## config.mk

```make
export PLATFORM = sky130hd
export DESIGN_NAME = irq_status_ctrl
export DESIGN_NICKNAME = d
export VERILOG_FILES = /design/src/rtl/irqsm_pkg.sv /design/src/rtl/irqsm_rst_sync.sv /design/src/rtl/irqsm_decode.sv /design/src/rtl/irqsm_bits.sv /design/src/rtl/irq_status_ctrl.sv
export SDC_FILE = /design/constraint.sdc
export NUM_CORES = 1
export LEC_CHECK = 0
export BUFFER_PORTS_ARGS = -buffer_cell sky130_fd_sc_hd__buf_4
export CAP_MARGIN = 40
export CORE_UTILIZATION = 31
export CTS_BUF_LIST = sky130_fd_sc_hd__clkbuf_16
export DETAILED_ROUTE_END_ITERATION = 8
export PLACE_DENSITY = 0.95
export SLEW_MARGIN = 20
export SYNTH_ARGS = -nofsm -noshare
export SYNTH_HDL_FRONTEND = slang
export SYNTH_SLANG_ARGS = --single-unit
```

## constraint.sdc

```tcl
create_clock -name clk -period 1.2 [get_ports clk]
set_clock_uncertainty 0.05 [all_clocks]
set_input_delay 0.06 -clock clk [delete_from_list [all_inputs] [get_ports clk]]
set_output_delay 0.06 -clock clk [all_outputs]
set_load 0.005 [all_outputs]
```

## src/rtl/irqsm_pkg.sv

```systemverilog
package irqsm_pkg;
  localparam int unsigned BUS_W = 32;
  localparam int unsigned BE_W  = BUS_W / 8;

  // word offsets of the four registers
  localparam int unsigned OFS_STATUS  = 'h0;
  localparam int unsigned OFS_MASK    = 'h4;
  localparam int unsigned OFS_UNMASK  = 'h8;
  localparam int unsigned OFS_MASKSET = 'hC;

  typedef enum logic [2:0] {
    SEL_NONE,
    SEL_STATUS,
    SEL_MASK,
    SEL_UNMASK,
    SEL_MASKSET
  } reg_sel_e;
endpackage

```

## src/rtl/irqsm_rst_sync.sv

```systemverilog
module irqsm_rst_sync #(
  parameter int unsigned STAGES = 2
) (
  input  logic clk,
  input  logic rst_n,
  output logic rst_sync_n
);
  logic [STAGES-1:0] sync_q;

  always_ff @(posedge clk or negedge rst_n) begin
    if (!rst_n) sync_q <= '0;
    else        sync_q <= {sync_q[STAGES-2:0], 1'b1};
  end

  assign rst_sync_n = sync_q[STAGES-1];
endmodule

```

## src/rtl/irqsm_decode.sv

```systemverilog
module irqsm_decode
  import irqsm_pkg::*;
#(
  parameter int unsigned ADDR_W  = 8,
  parameter int unsigned NUM_SRC = 1
) (
  input  logic               req_valid,
  input  logic               req_write,
  input  logic [ADDR_W-1:0]  req_addr,
  input  logic [BE_W-1:0]    req_be,
  input  logic [BUS_W-1:0]   req_wdata,
  output logic               acc_err,
  output reg_sel_e           sel,
  output logic [NUM_SRC-1:0] clr_vec,
  output logic [NUM_SRC-1:0] unmask_vec,
  output logic [NUM_SRC-1:0] maskset_vec
);
  reg_sel_e sel_raw;
  logic     full_word;
  logic     aligned;
  logic     acc_ok;
  logic     wr_ok;
  logic     unused_wdata;

  assign unused_wdata = ^req_wdata;

  always_comb begin
    if      (req_addr == ADDR_W'(OFS_STATUS))  sel_raw = SEL_STATUS;
    else if (req_addr == ADDR_W'(OFS_MASK))    sel_raw = SEL_MASK;
    else if (req_addr == ADDR_W'(OFS_UNMASK))  sel_raw = SEL_UNMASK;
    else if (req_addr == ADDR_W'(OFS_MASKSET)) sel_raw = SEL_MASKSET;
    else                                       sel_raw = SEL_NONE;
  end

  always_comb begin
    full_word = (req_be == {BE_W{1'b1}});
    aligned   = (req_addr[1:0] == 2'b00);
    acc_ok    = req_valid && full_word && aligned && (sel_raw != SEL_NONE);
    acc_err   = req_valid && !acc_ok;
    sel       = acc_ok ? sel_raw : SEL_NONE;
    wr_ok     = acc_ok && req_write;
  end

  always_comb begin
    clr_vec     = (wr_ok && sel == SEL_STATUS)  ? req_wdata[NUM_SRC-1:0] : '0;
    unmask_vec  = (wr_ok && sel == SEL_UNMASK)  ? req_wdata[NUM_SRC-1:0] : '0;
    maskset_vec = (wr_ok && sel == SEL_MASKSET) ? req_wdata[NUM_SRC-1:0] : '0;
  end
endmodule

```

## src/rtl/irqsm_bits.sv

```systemverilog
module irqsm_bits #(
  parameter int unsigned NUM_SRC = 1
) (
  input  logic               clk,
  input  logic               rst_n,
  input  logic [NUM_SRC-1:0] evt,
  input  logic [NUM_SRC-1:0] clr_vec,
  input  logic [NUM_SRC-1:0] unmask_vec,
  input  logic [NUM_SRC-1:0] maskset_vec,
  output logic [NUM_SRC-1:0] status_q,
  output logic [NUM_SRC-1:0] mask_q
);
  for (genvar i = 0; i < NUM_SRC; i++) begin : g_src
    logic st_d, st_en, mk_d, mk_en;

    // an event in the same cycle overrides a clear
    always_comb begin
      st_en = evt[i] || clr_vec[i];
      st_d  = evt[i];
      mk_en = unmask_vec[i] || maskset_vec[i];
      mk_d  = maskset_vec[i];
    end

    always_ff @(posedge clk or negedge rst_n) begin
      if (!rst_n) begin
        status_q[i] <= 1'b0;
        mask_q[i]   <= 1'b1;
      end else begin
        if (st_en) status_q[i] <= st_d;
        if (mk_en) mask_q[i]   <= mk_d;
      end
    end
  end
endmodule

```

## src/rtl/irq_status_ctrl.sv

```systemverilog
module irq_status_ctrl
  import irqsm_pkg::*;
#(
  parameter int unsigned ADDR_W  = 8,
  parameter int unsigned NUM_SRC = 1   // 1..32
) (
  input  logic               clk,
  input  logic               rst_n,
  input  logic               req_valid,
  input  logic               req_write,
  input  logic [ADDR_W-1:0]  req_addr,
  input  logic [BE_W-1:0]    req_be,
  input  logic [BUS_W-1:0]   req_wdata,
  output logic               rsp_valid,
  output logic               rsp_err,
  output logic [BUS_W-1:0]   rsp_rdata,
  input  logic [NUM_SRC-1:0] err_evt,
  output logic               irq
);
  logic               rst_sync_n;
  logic               acc_err;
  reg_sel_e           sel;
  logic [NUM_SRC-1:0] clr_vec, unmask_vec, maskset_vec;
  logic [NUM_SRC-1:0] status_q, mask_q;
  logic [BUS_W-1:0]   rd_d;
  logic               pend_d;
  logic               rsp_valid_q, rsp_err_q, irq_q;
  logic [BUS_W-1:0]   rsp_rdata_q;

  irqsm_rst_sync #(.STAGES(2)) u_rst (
    .clk        (clk),
    .rst_n      (rst_n),
    .rst_sync_n (rst_sync_n)
  );

  irqsm_decode #(.ADDR_W(ADDR_W), .NUM_SRC(NUM_SRC)) u_dec (
    .req_valid   (req_valid),
    .req_write   (req_write),
    .req_addr    (req_addr),
    .req_be      (req_be),
    .req_wdata   (req_wdata),
    .acc_err     (acc_err),
    .sel         (sel),
    .clr_vec     (clr_vec),
    .unmask_vec  (unmask_vec),
    .maskset_vec (maskset_vec)
  );

  irqsm_bits #(.NUM_SRC(NUM_SRC)) u_bits (
    .clk         (clk),
    .rst_n       (rst_sync_n),
    .evt         (err_evt),
    .clr_vec     (clr_vec),
    .unmask_vec  (unmask_vec),
    .maskset_vec (maskset_vec),
    .status_q    (status_q),
    .mask_q      (mask_q)
  );

  // read data; command words and writes return zero
  always_comb begin
    rd_d = '0;
    if (!req_write) begin
      case (sel)
        SEL_STATUS: rd_d = BUS_W'(status_q);
        SEL_MASK:   rd_d = BUS_W'(mask_q);
        default:    rd_d = '0;
      endcase
    end
    pend_d = |(status_q & ~mask_q);
  end

  always_ff @(posedge clk or negedge rst_sync_n) begin
    if (!rst_sync_n) begin
      rsp_valid_q <= 1'b0;
      rsp_err_q   <= 1'b0;
      rsp_rdata_q <= '0;
      irq_q       <= 1'b0;
    end else begin
      rsp_valid_q <= req_valid;
      irq_q       <= pend_d;
      if (req_valid) begin
        rsp_err_q   <= acc_err;
        rsp_rdata_q <= rd_d;
      end
    end
  end

  assign rsp_valid = rsp_valid_q;
  assign rsp_err   = rsp_err_q;
  assign rsp_rdata = rsp_rdata_q;
  assign irq       = irq_q;
endmodule

```

==> impl_metrics.yaml <==
clock_network:
  numCtsBuffers: 3
  h-tree-depth: 1
  post_cts_resize_count: 0
  clockBufferDepth: 2
  cts.sinks: 8
  cts-root-buf: "clkbuf_16"
  path_clk_slew_ns: 0.04
  worstSkewPairLatency_ns: 0.22
  cts_tree: "done"
worst_setup_path:
  end_kind: "flip-flop"
  cp_num_buf_inv: 0
  cp_data_required_time_ns: 1.27
  worstPathMaxFanout: 3
  critPathTopFamily: "flip-flops"
  ff2ff_path_depth: 2
  slowest_stage: "dfstp_2"
  crit_type: "reg -> reg"
  r2r_setup_slack_ns: 0.21
  worst-path-stages: 2
  critPathLaunch: "u_bits.mask_q"
  reg2reg_from: "u_bits.mask_q"
  crit_path_max_incr_delay_ns: 0.53
  endpoint: "rsp_rdata[0]"
  path_cells: "mux2i_1 -> o41ai_2"
  r2r-end: "rsp_rdata[0]"
  cp.arrival_ns: 1.06
  worstSetupStartpointType: "flip-flop"
route:
  num_vias: 383
  drcViolationCount: 0
  detail_route.vias_per_cell: 3.58
  dr.pass1.iters: 2
  ant_nets: 0
  wl_um: 924
  first_iter_violations: 3
  avgRoutedWirePerCell_um: 8.64
timing:
  final-hold-violation-count: 1
  period_minus_slack_ns: 0.986
  timing.fmax_mhz: 1010
  fin_hold_ws_ns: -0.00390
  rsz0062_at_grt: "false"
  setup_tns_ns: 0
  fin_crit_sh: 0.822
  maxSlewViolCount: 0
  setup_violations: 0
power:
  peakVddDrop_mv: 0.893
  p_leak_nw: 0.392
  fin_total_pwr_mw: 0.926
  powerDensity_mw_per_mm2: 1230
global_route:
  grt_overflow_total: 0
  grt_max_degree: 7
  grt_use_total: 0.0893
  grt_first_pass_wirelength_mm: 1.20
  grt_pass1_vias: 298
  antenna_found_initial: 0
die:
  die_x_um: 45.5
  ios: 84
  fp.dieArea_mm2: 0.00207
  start_util: 0.335
  die_h_um: 45.5
  core_mm2: 0.00175
  std_cell_rows: 15
synthesis:
  synth-seq-cells: 8
  yosys_warnings: 0
  synthDistinctLibCells: 19
  syn_inst: 56
  avgSynthCellArea_um2: 10.5
  synth-seq-area-share: 0.344
  syn_area_um2: 586
layout:
  nNetsFinal: 132
  syn_to_final_growth_pct: 28.6
  num_antenna_cells: 0
  layout-drive-gt1-share: 0.366
  fill_cells: 168
  stdcell_count: 107
placement:
  dp_hpwl_um: 809
  io_buffers: 21
  post-place-cells: 101
  gp_congestion: 0.747
run_status:
  violations: "negative hold slack"
  outcome: "finished with violations"
job:
  maxCapViolCount: 0
worst_hold_path:
  hp-class: "in -> reg"
[Yosys cell counts]
library cell / count / area share
dfrtp_1: 7 / 0.30
nor2b_1: 1 / 0.011
mux2i_1: 1 / 0.017
dfstp_2: 1 / 0.045
nor4b_4: 1 / 0.041
nand2b_1: 1 / 0.011
mux2_2: 1 / 0.019
o32a_1: 1 / 0.017
nand3_1: 1 / 0.0085
o41ai_2: 1 / 0.028
nand4_1: 1 / 0.011
and3b_1: 1 / 0.015
and4bb_2: 1 / 0.021
and3_1: 1 / 0.011
o21a_1: 1 / 0.013
nand3_2: 1 / 0.017
conb_1: 2 / 0.013
nor2_1: 1 / 0.0064
buf_4: 31 / 0.40
[per-stage QoR]
stage | util | cell area [um^2] | setup slack (ns) | hold slack, ns
2_1_floorplan | - | 698 | 0.244 | -0.286
3_3_place_gp | 0.375 | 654 | 0.0608 | -0.207
3_5_place_dp | 0.375 | 654 | 0.0128 | -0.206
4_1_cts | 0.432 | 753 | 0.193 | 0.000872
5_1_grt | 0.432 | 753 | 0.163 | 0.00677
6_report | 0.432 | 753 | 0.214 | -0.00390
[worst min-delay path by stage]
stage	startpoint	to	slack (ns)	depth (start not counted)
global route	req_addr[3]	rsp_rdata[0]	0.007	2
detailed placement	rst_n	u_rst.sync_q[0]	-0.21	1
global placement	rst_n	u_rst.sync_q[0]	-0.21	1
finish	req_write	rsp_rdata[0]	-0.004	2
CTS	req_write	rsp_rdata[0]	0.0009	2
floorplan	rst_n	u_rst.sync_q[0]	-0.29	0
[kinds of logic after synthesis]
family	Yosys count	share of synthesized area
multiplexers	2	0.0363
flip-flops	8	0.344
buffers and inverters	31	0.397
other	2	0.0128
AND/OR/NAND/NOR	10	0.152
AO/OA/AOI/OAI	3	0.0577
[report_power, final]
group          total (mW)  internal (mW)  switching (mW)
registers           0.281          0.277         0.00412
logic              0.0955         0.0500          0.0455
clock network       0.549          0.433           0.117
total               0.926          0.759           0.166
[cell usage in the layout, fill, tap and decap left out, drive strengths merged, types with 2 or more instances in the layout]
cell         count
conb            32
buf             21
clkbuf           3
dfrtp            7
dlygate4sd3      2
nand3            2
[routing by layer]
metal,GRT usage,up-vias,wire (um)
met1,0.0614,177,256
met4,0.0545,0,8
met5,0,-,0
li1,-,174,-
met3,0.0397,2,120
met2,0.183,30,539
[layout make-up]
type | instances | area, um^2 | area share
Multi-Input combinational cell | 47 | 264 | 0.350
Clock buffer | 3 | 75.1 | 0.0997
Clock inverter | 1 | 3.75 | 0.00498
Tap cell | 25 | 31.3 | 0.0415
Timing Repair Buffer | 23 | 178 | 0.236
Sequential cell | 8 | 201 | 0.267
[flip-flops by register name (all words and copies together) (netlist names)]
register,count
u_bits.status_q,1
rsp_rdata,1
irq,1
u_bits.mask_q,1
rsp_valid,1
u_rst.sync_q,2
rsp_err,1
[timing repair]
| item | CTS | global route |
|---|---|---|
| endpoints found under the hold margin | 3 | 0 |
| endpoints found under the setup margin | 0 | 0 |
| hold buffers | 2 | 0 |
| setup buffers | 0 | 0 |
(Power assumes the default switching activity.)
